`src/rtl/dma_chain_pkg.sv`:
```
package dma_chain_pkg;
  localparam int unsigned REG_AW = 16;

  localparam logic [REG_AW-1:0] OFF_CTRL   = 16'h0000;
  localparam logic [REG_AW-1:0] OFF_NEXT   = 16'h4000;
  localparam logic [REG_AW-1:0] OFF_LIMIT  = 16'h4004;
  localparam logic [REG_AW-1:0] OFF_START  = 16'h4008;
  localparam logic [REG_AW-1:0] OFF_STOP   = 16'h400C;
  localparam logic [REG_AW-1:0] OFF_SNEXT  = 16'h4010;
  localparam logic [REG_AW-1:0] OFF_SLIMIT = 16'h4014;
  localparam logic [REG_AW-1:0] OFF_INIT   = 16'h4200;

  // command bits in a control write
  localparam int unsigned CMD_SET_EN    = 0;
  localparam int unsigned CMD_SET_CHAIN = 1;
  localparam int unsigned CMD_CLR_CMPL  = 2;
  localparam int unsigned CMD_RESET     = 3;
  localparam int unsigned CMD_DEV2MEM   = 4;

  // status word, en in bit 0
  typedef struct packed {
    logic dir;
    logic cmpl;
    logic chain;
    logic en;
  } chan_stat_t;

  typedef enum logic {XF_IDLE, XF_REQ} xfer_state_e;
endpackage

```
`src/rtl/dma_chain_xfer.sv`:
```
module dma_chain_xfer #(
  parameter int unsigned DW       = 32,
  parameter int unsigned LEN_W    = 16,
  parameter bit          NET_CHAN = 1'b0
) (
  input  logic             clk_i,
  input  logic             rst_ni,
  input  logic             start_i,
  input  logic [LEN_W-1:0] len_i,
  input  logic [DW-1:0]    next_i,
  input  logic [DW-1:0]    init_i,
  input  logic             mem_ready_i,
  output logic             mem_valid_o,
  output logic [DW-1:0]    mem_addr_o,
  output logic [LEN_W:0]   mem_len_o,
  output logic             cmpl_o
);
  import dma_chain_pkg::*;

  localparam int unsigned ALG   = NET_CHAN ? 5 : 4;
  localparam int unsigned ALIGN = 1 << ALG;

  xfer_state_e      state_q;
  logic [DW-1:0]    addr_q;
  logic [LEN_W:0]   len_q;
  logic [LEN_W:0]   sum;
  logic [LEN_W:0]   rnd;
  logic [DW-1:0]    base;

  assign sum  = {1'b0, len_i} + (LEN_W+1)'(ALIGN - 1);
  assign rnd  = {sum[LEN_W:ALG], {ALG{1'b0}}};
  assign base = (init_i != '0) ? init_i : next_i;

  always_ff @(posedge clk_i or negedge rst_ni) begin
    if (!rst_ni) begin
      state_q <= XF_IDLE;
      addr_q  <= '0;
      len_q   <= '0;
    end else begin
      unique case (state_q)
        XF_IDLE: if (start_i) begin
          state_q <= XF_REQ;
          addr_q  <= base;
          len_q   <= rnd;
        end
        XF_REQ: if (mem_ready_i) state_q <= XF_IDLE;
        default: state_q <= XF_IDLE;
      endcase
    end
  end

  assign mem_valid_o = (state_q == XF_REQ);
  assign mem_addr_o  = addr_q;
  assign mem_len_o   = len_q;
  assign cmpl_o      = mem_valid_o && mem_ready_i;
endmodule

```
`src/rtl/dma_chain_regs.sv`:
```
module dma_chain_regs #(
  parameter int unsigned DW    = 32,
  parameter int unsigned LEN_W = 16
) (
  input  logic                              clk_i,
  input  logic                              rst_ni,
  input  logic                              reg_req_i,
  input  logic                              reg_we_i,
  input  logic [dma_chain_pkg::REG_AW-1:0]  reg_addr_i,
  input  logic [DW-1:0]                     reg_wdata_i,
  output logic [DW-1:0]                     reg_rdata_o,
  input  logic                              cmpl_i,
  input  logic [LEN_W:0]                    cmpl_len_i,
  output logic [DW-1:0]                     next_o,
  output logic [DW-1:0]                     init_o,
  output logic                              irq_o
);
  import dma_chain_pkg::*;

  chan_stat_t    stat_q, stat_d;
  logic [DW-1:0] next_q, limit_q, start_q, stop_q, init_q, snext_q, slimit_q;
  logic          irq_q;
  logic          wr;
  logic          wr_ctrl, wr_next, wr_limit, wr_start, wr_stop, wr_init;

  assign wr       = reg_req_i && reg_we_i;
  assign wr_ctrl  = wr && (reg_addr_i == OFF_CTRL);
  assign wr_next  = wr && (reg_addr_i == OFF_NEXT);
  assign wr_limit = wr && (reg_addr_i == OFF_LIMIT);
  assign wr_start = wr && (reg_addr_i == OFF_START);
  assign wr_stop  = wr && (reg_addr_i == OFF_STOP);
  assign wr_init  = wr && (reg_addr_i == OFF_INIT);

  always_comb begin
    stat_d = stat_q;
    if (wr_ctrl) begin
      if (reg_wdata_i[CMD_SET_EN])    stat_d.en    = 1'b1;
      if (reg_wdata_i[CMD_SET_CHAIN]) stat_d.chain = 1'b1;
      if (reg_wdata_i[CMD_CLR_CMPL])  stat_d.cmpl  = 1'b0;
      if (reg_wdata_i[CMD_DEV2MEM])   stat_d.dir   = 1'b1;
      if (reg_wdata_i[CMD_RESET])     stat_d       = '0;
    end
    if (cmpl_i) stat_d.cmpl = 1'b1;
  end

  always_ff @(posedge clk_i or negedge rst_ni) begin
    if (!rst_ni) begin
      stat_q   <= '0;
      next_q   <= '0;
      limit_q  <= '0;
      start_q  <= '0;
      stop_q   <= '0;
      init_q   <= '0;
      snext_q  <= '0;
      slimit_q <= '0;
      irq_q    <= 1'b0;
    end else begin
      stat_q <= stat_d;
      irq_q  <= cmpl_i;
      if (wr_start) start_q <= reg_wdata_i;
      if (wr_stop)  stop_q  <= reg_wdata_i;
      // completion wins over a same-cycle software write
      if (cmpl_i && !stat_q.chain) begin
        next_q  <= start_q;
        limit_q <= stop_q;
      end else begin
        if (wr_next)  next_q  <= reg_wdata_i;
        if (wr_limit) limit_q <= reg_wdata_i;
      end
      if (cmpl_i) begin
        snext_q  <= next_q;
        slimit_q <= next_q + DW'(cmpl_len_i);
        init_q   <= '0;
      end else if (wr_init) begin
        init_q <= reg_wdata_i;
      end
    end
  end

  always_comb begin
    unique case (reg_addr_i)
      OFF_CTRL:   reg_rdata_o = DW'(stat_q);
      OFF_NEXT:   reg_rdata_o = next_q;
      OFF_LIMIT:  reg_rdata_o = limit_q;
      OFF_START:  reg_rdata_o = start_q;
      OFF_STOP:   reg_rdata_o = stop_q;
      OFF_SNEXT:  reg_rdata_o = snext_q;
      OFF_SLIMIT: reg_rdata_o = slimit_q;
      OFF_INIT:   reg_rdata_o = init_q;
      default:    reg_rdata_o = '0;
    endcase
  end

  assign next_o = next_q;
  assign init_o = init_q;
  assign irq_o  = irq_q;
endmodule

```
`src/rtl/dma_chain_chan.sv`:
```
module dma_chain_chan #(
  parameter int unsigned DW       = 32,
  parameter int unsigned LEN_W    = 16,
  parameter bit          NET_CHAN = 1'b0
) (
  input  logic                              clk_i,
  input  logic                              rst_ni,
  input  logic                              reg_req_i,
  input  logic                              reg_we_i,
  input  logic [dma_chain_pkg::REG_AW-1:0]  reg_addr_i,
  input  logic [DW-1:0]                     reg_wdata_i,
  output logic [DW-1:0]                     reg_rdata_o,
  input  logic                              xfer_done_i,
  input  logic [LEN_W-1:0]                  xfer_len_i,
  output logic                              mem_valid_o,
  input  logic                              mem_ready_i,
  output logic [DW-1:0]                     mem_addr_o,
  output logic [LEN_W:0]                    mem_len_o,
  output logic                              irq_o
);
  logic [DW-1:0] next_w;
  logic [DW-1:0] init_w;
  logic          cmpl_w;

  dma_chain_xfer #(.DW(DW), .LEN_W(LEN_W), .NET_CHAN(NET_CHAN)) u_xfer (
    .clk_i       (clk_i),
    .rst_ni      (rst_ni),
    .start_i     (xfer_done_i),
    .len_i       (xfer_len_i),
    .next_i      (next_w),
    .init_i      (init_w),
    .mem_ready_i (mem_ready_i),
    .mem_valid_o (mem_valid_o),
    .mem_addr_o  (mem_addr_o),
    .mem_len_o   (mem_len_o),
    .cmpl_o      (cmpl_w)
  );

  dma_chain_regs #(.DW(DW), .LEN_W(LEN_W)) u_regs (
    .clk_i       (clk_i),
    .rst_ni      (rst_ni),
    .reg_req_i   (reg_req_i),
    .reg_we_i    (reg_we_i),
    .reg_addr_i  (reg_addr_i),
    .reg_wdata_i (reg_wdata_i),
    .reg_rdata_o (reg_rdata_o),
    .cmpl_i      (cmpl_w),
    .cmpl_len_i  (mem_len_o),
    .next_o      (next_w),
    .init_o      (init_w),
    .irq_o       (irq_o)
  );
endmodule

```
`config.mk`:
```
export PLATFORM = sky130hd
export DESIGN_NAME = dma_chain_chan
export DESIGN_NICKNAME = d
export VERILOG_FILES = /design/src/rtl/dma_chain_pkg.sv /design/src/rtl/dma_chain_xfer.sv /design/src/rtl/dma_chain_regs.sv /design/src/rtl/dma_chain_chan.sv
export SDC_FILE = /design/constraint.sdc
export NUM_CORES = 1
export LEC_CHECK = 0
export BUFFER_PORTS_ARGS = -buffer_cell sky130_fd_sc_hd__clkbuf_2
export CAP_MARGIN = 20
export CORE_MARGIN = 2
export CORE_UTILIZATION = 53
export CTS_CLUSTER_SIZE = 12
export DETAILED_ROUTE_END_ITERATION = 16
export GPL_TIMING_DRIVEN = 0
export PLACE_DENSITY_LB_ADDON = 0.08
export SLEW_MARGIN = 40
export SYNTH_ARGS = -nofsm -noshare
export SYNTH_HDL_FRONTEND = slang
export SYNTH_SLANG_ARGS = --single-unit
```
`constraint.sdc`:
```
create_clock -name clk_i -period 4.9 [get_ports clk_i]
set_input_delay 0.49 -clock clk_i [delete_from_list [all_inputs] [get_ports clk_i]]
set_output_delay 0.49 -clock clk_i [all_outputs]
set_load 0.03 [all_outputs]
```
# After elaboration in Yosys (flattened, before gate mapping)
# Cells that the tools add are included.
dict set report op_classes {
  n_addsub 2
  n_mux 18
  bitwise_logic 1
  n_eq_ne 7
  reduce_logical 25
}
# op n
set ops {}
lappend ops {{32-bit case mux with 8 select lines} 1}
lappend ops {{32-bit two-way mux} 7}
lappend ops {{16-bit by 15-bit equality test with 1-bit output (second input constant)} 7}
lappend ops {{32-bit by 17-bit adder with 32-bit output} 1}
lappend ops {{32-bit nonzero test} 1}
lappend ops {{16-bit by 4-bit adder with 17-bit output (second input constant)} 1}
lappend ops {{16-bit logical NOT} 1}
lappend ops {{2-bit nonzero test} 7}
lappend ops {{2-bit AND reduction} 5}
lappend ops {{1-bit logical AND} 9}
lappend ops {{1-bit two-way mux} 7}
lappend ops {{4-bit two-way mux} 1}
lappend ops {{3-bit two-way mux} 1}
lappend ops {{3-bit nonzero test} 1}
lappend ops {{1-bit case mux with 2 select lines} 1}
lappend ops {{1-bit logical NOT} 1}
lappend ops {{1-bit inverter} 1}
dict set report totals {
  elab_cells 68
  register_bits 275
  output_inout_bits 83
}

# Logic depth before layout (Yosys ltp)
dict set report depth {
  ltp_word 4
  depth_mapped 8
  depth_no_buf 8
}

# Cells and area by module
# From an unflattened synthesis, not the netlist that was laid out.
dict set report hier_totals {
  cells_unflattened 1283
  area_unflattened_um2 14048.5
}
# module area_each_um2 cells_per_inst n_inst
set by_module_without_submodules {}
lappend by_module_without_submodules {dma_chain_regs 11692.5 1048 1}
lappend by_module_without_submodules {dma_chain_xfer 2356.0 235 1}

# Worst setup path before layout
# Ideal clock, no wire load.
dict set report synth_path {
  path_type {input -> output}
  start {input reg_addr_i[13] (netlist bit)}
  end {output reg_rdata_o[0]}
  required_ps 4410
  cell_stages 6
  slack_ps 1906
  arrival_ps 2504
  path_cell_list {or4_1 or4_4 nor3_4 clkbuf_1 a222oi_1 nand2_1}
}
dict set report synth_between {
  elab_chain_len 2
  word_cells_on_any_way 9
  classes_between {eq/ne (7); mux (1); reduce/logical (1)}
}
# item line_no
set synth_rtl {}
lappend synth_rtl {{start, declared} dma_chain_chan.sv:10} ;# input logic [dma_chain_pkg::REG_AW-1:0] reg_addr_i,
lappend synth_rtl {{16-bit by 15-bit equality test with 1-bit output / 16-bit logical NOT (equally long branches)} dma_chain_regs.sv:81} ;# unique case (reg_addr_i)
lappend synth_rtl {{32-bit case mux with 8 select lines (*)} dma_chain_regs.sv:81}
lappend synth_rtl {{end, declared} dma_chain_chan.sv:12} ;# output logic [DW-1:0] reg_rdata_o,
# Mark *: on every way between the ends. The rest lies on a longest branch, timed or not.

# Final worst setup path
dict set report layout_path {
  start {input reg_addr_i[13] (netlist bit)}
  end {output reg_rdata_o[4]}
}
# The elaborated chain is that of the path after synthesis.

==> results.sh <==
export IMPL_status="finished, final reports clean"
export IMPL_grt_max_degree=70
export IMPL_rsz0062_at_grt="no"
export IMPL_crit_slowest_cell="nor2_2"
export IMPL_synth_ff_latch_count=271
export IMPL_num_nets_final=1534
export IMPL_insertion_delay_ps=560
export IMPL_yosysMostFrequentCell="nand2_1"
export IMPL_ys_dominant_reg_cell="dfrtp_1"
export IMPL_clock_skew_ps=25.7
export IMPL_n_antenna_cell=0
export IMPL_core_um2=24300
export IMPL_cts_buffer_depth=3
export IMPL_max_slew_worst_pin_slew_ps=918
export IMPL_ioPinCount=153
export IMPL_timing_fmax_mhz=248
export IMPL_total_power_mw=4.95
export IMPL_cts_root_buf="clkbuf_16"
export IMPL_hold_violations=0
export IMPL_synth_edf_count=0
export IMPL_yosysWarnings=0
export IMPL_synth_commonest_cells="nand2_1 (282), dfrtp_1 (271), o21ai_1 (83)"
export IMPL_seqPwrFrac_pct=47.3
export IMPL_cpMostUsedCell="clkbuf_2"
export IMPL_drtAntennaViolNets=0
export IMPL_grt_pass1_vias=10600
export IMPL_worst_ep_arrival_time_ps=3540
export IMPL_netlist_instances=1264
export IMPL_p_leak_nw=7.29
export IMPL_ys_async_sr_fraction_pct=100
export IMPL_pwr_share_clk_pct=43.2
export IMPL_synth_area_leader_cell="dfrtp_1"
export IMPL_wl_per_cell_um=23.3
export IMPL_die_w_um=161
export IMPL_cpPeakStageDelay_ps=710
export IMPL_cp_required_ps=4410
export IMPL_antenna_found_initial=0
export IMPL_setup_violations_final=0
export IMPL_crit_path_end_kind="output port"
export IMPL_max_slew_margin_rel_pct=38.8
export IMPL_num_vias=11100
export IMPL_drtIter0Drc=1351
export IMPL_synth_area_leaders="dfrtp_1 (52%), nand2_1 (8.1%), mux2_1 (5.7%), mux2i_1 (5.0%), a222oi_1 (4.9%)"
export IMPL_netlist_area_leader_share_pct=51.6
export IMPL_p_int_mw=3.66
export IMPL_cp_start_kind="input port"
export IMPL_crit_type="in2out"
export IMPL_peakVddDrop_mv=0.233
export IMPL_combPwrFrac_pct=9.5
export IMPL_syn_area_um2=13100
export IMPL_fin_crit_ps=4030
export IMPL_area_growth_pct=16.7
export IMPL_crit_fanout=10
export IMPL_die_h_um=161
export IMPL_min_period_over_period_pct=82.2
export IMPL_cts_made_buffers=29
export IMPL_grt_pass1_wl_um=63600
export IMPL_swShare_pct=26.1
export IMPL_cts_tree="built"
export IMPL_syn_avg_cell_area_um2=10.4
export IMPL_gr_total_overflow=0
export IMPL_start_util_pct=54.0
export IMPL_gp_congestion=0.903
export IMPL_power_switching_mw=1.29
export IMPL_nFillCells=2114
export IMPL_clk_pin_slew_worst_paths_ps=60
export IMPL_grt_usage_pct=32.0
export IMPL_drtPass1Iterations=8
export IMPL_gr_max_usage_layer="met1"
export IMPL_seq_area_frac_synth_pct=51.6
export IMPL_maxSlewViolCount=0
export IMPL_grt_util_met2_pct=48.0
export IMPL_drc=0
export IMPL_io_buffers=147
export IMPL_drive_gt1_share_pct=18.1
export IMPL_holdWs_ps=156
export IMPL_htree_levels=1
export IMPL_wirelength_um=41700
export IMPL_die_area_um2=26100
export IMPL_synth_distinct_cells=57
export IMPL_hpwl_um=30100
export IMPL_crit_chain="clkbuf_2 -> or4_1 -> nor3_1 -> nand4b_1 -> nor2_2 -> clkbuf_1 -> a222oi_1 -> nand2_1 -> clkbuf_2"
export IMPL_power_density_nw_per_um2=322
export IMPL_drv_cap=0
export IMPL_hp_class="in2reg"
export IMPL_grt_use_met1_pct=48.7
export IMPL_vias_per_cell=6.17
export IMPL_cts_sinks=271
export IMPL_rows=57
export IMPL_grt_use_met3_pct=5.50
## what timing repair did
action | in CTS | in global routing
setup buffers | 0 | 0
hold buffers | 1 | 0
hold endpoints to repair | 57 | 0
resized for setup | 0 | 0
## metal layers
| metal | wire length [um] | vias up | share of wire [%] |
|---|---|---|---|
| met3 | 3910 | 55 | 9.4 |
| met5 | 0 | - | 0 |
| li1 | - | 4970 | - |
| met1 | 18500 | 5470 | 44 |
| met2 | 18400 | 568 | 44 |
| met4 | 854 | 0 | 2.0 |
## cells in the final DEF (no fill, tap or decap), types with 7 or more instances in the layout
cell       instances
a21oi_1           52
a222oi_1          64
a22o_1            32
and3_1             8
buf_2             14
clkbuf_1          68
clkbuf_16         29
clkbuf_2         148
dfrtp_1          271
ha_1              13
inv_1              8
mux2_1            66
mux2_2            30
mux2i_1           66
nand2_1          282
nand3_1           13
nand4_1            7
nor2_1            16
nor4_1             9
o21ai_0           57
o21ai_1           83
xnor2_1           24
xor2_1            11
## power groups by stage
stage	combinational (mW)	clock (mW)	sequential [mW]
final	0.469	2.14	2.34
after global routing	0.513	2.25	2.34
after CTS	0.467	2.16	2.34
after detailed placement	0.464	0	2.38
after global placement	0.447	0	2.38
after floorplan	0.192	0	2.41
## worst paths after layout
check,start,to,slack (ps),cells after the start
worst max-delay path,reg_addr_i[13],reg_rdata_o[4],870,9
worst min-delay path,mem_ready_i,u_xfer.mem_valid_o,160,2
worst max register to register,u_regs.next_o[4],u_regs.slimit_q[28],2040,8
worst min register to register,u_xfer.mem_addr_o[24],u_xfer.mem_addr_o[24],470,2
max in group asynchronous,rst_ni,u_regs.start_q[31],3190,5
min in group asynchronous,rst_ni,u_xfer.mem_len_o[8],460,2
## metrics by stage
step	cell area [um2]	utilization, %	setup TNS (ps)	instances	setup WS, ps
6_report	15300	63.1	0	1792	872
3_3_place_gp	14300	58.8	-651490	1738	-2430
3_5_place_dp	14400	59.3	0	1742	972
2_1_floorplan	13200	-	0	1267	1910
5_1_grt	15300	63.1	0	1792	853
4_1_cts	15300	63.0	0	1792	971
## worst max-delay path, delay by kind of cell
kind                   cells  cell delay (ps)
AND/OR/NAND/NOR            5             1910
buffers and inverters      3              850
AO/OA/AOI/OAI              1              270
## layout make-up
class | instances | area (um2) | area share [%]
Multi-Input combinational cell | 897 | 5940 | 38.7
Clock buffer | 40 | 807 | 5.26
Sequential cell | 271 | 6780 | 44.2
Clock inverter | 9 | 98.8 | 0.644
Inverter | 10 | 37.5 | 0.245
Timing Repair Buffer | 152 | 857 | 5.59
Tap cell | 324 | 405 | 2.64
Buffer | 89 | 414 | 2.70
## cell families (layout without fill, tap and decap cells)
logic type / Yosys count / after routing / share of synthesized area (%)
XOR/XNOR: 35 / 35 / 2.33
multiplexers: 162 / 162 / 13.3
flip-flops: 271 / 271 / 51.6
adder cells (fa/ha/maj): 14 / 14 / 1.39
AND/OR/NAND/NOR: 364 / 364 / 11.8
buffers and inverters: 99 / 300 / 3.42
other: 1 / 4 / 0.0285
AO/OA/AOI/OAI: 318 / 318 / 16.1
## sequential cells by signal, indices dropped and copies added (netlist names)
register / cells
u_regs.init_o: 32
u_regs.limit_q: 32
u_regs.next_o: 32
u_regs.slimit_q: 32
u_regs.start_q: 32
u_regs.stop_q: 32
u_xfer.mem_addr_o: 32
u_regs.snext_q: 28
u_xfer.mem_len_o: 13
u_regs.stat_q: 4
u_regs.irq_o: 1
u_xfer.mem_valid_o: 1
Power figures use the tool's default switching activity.
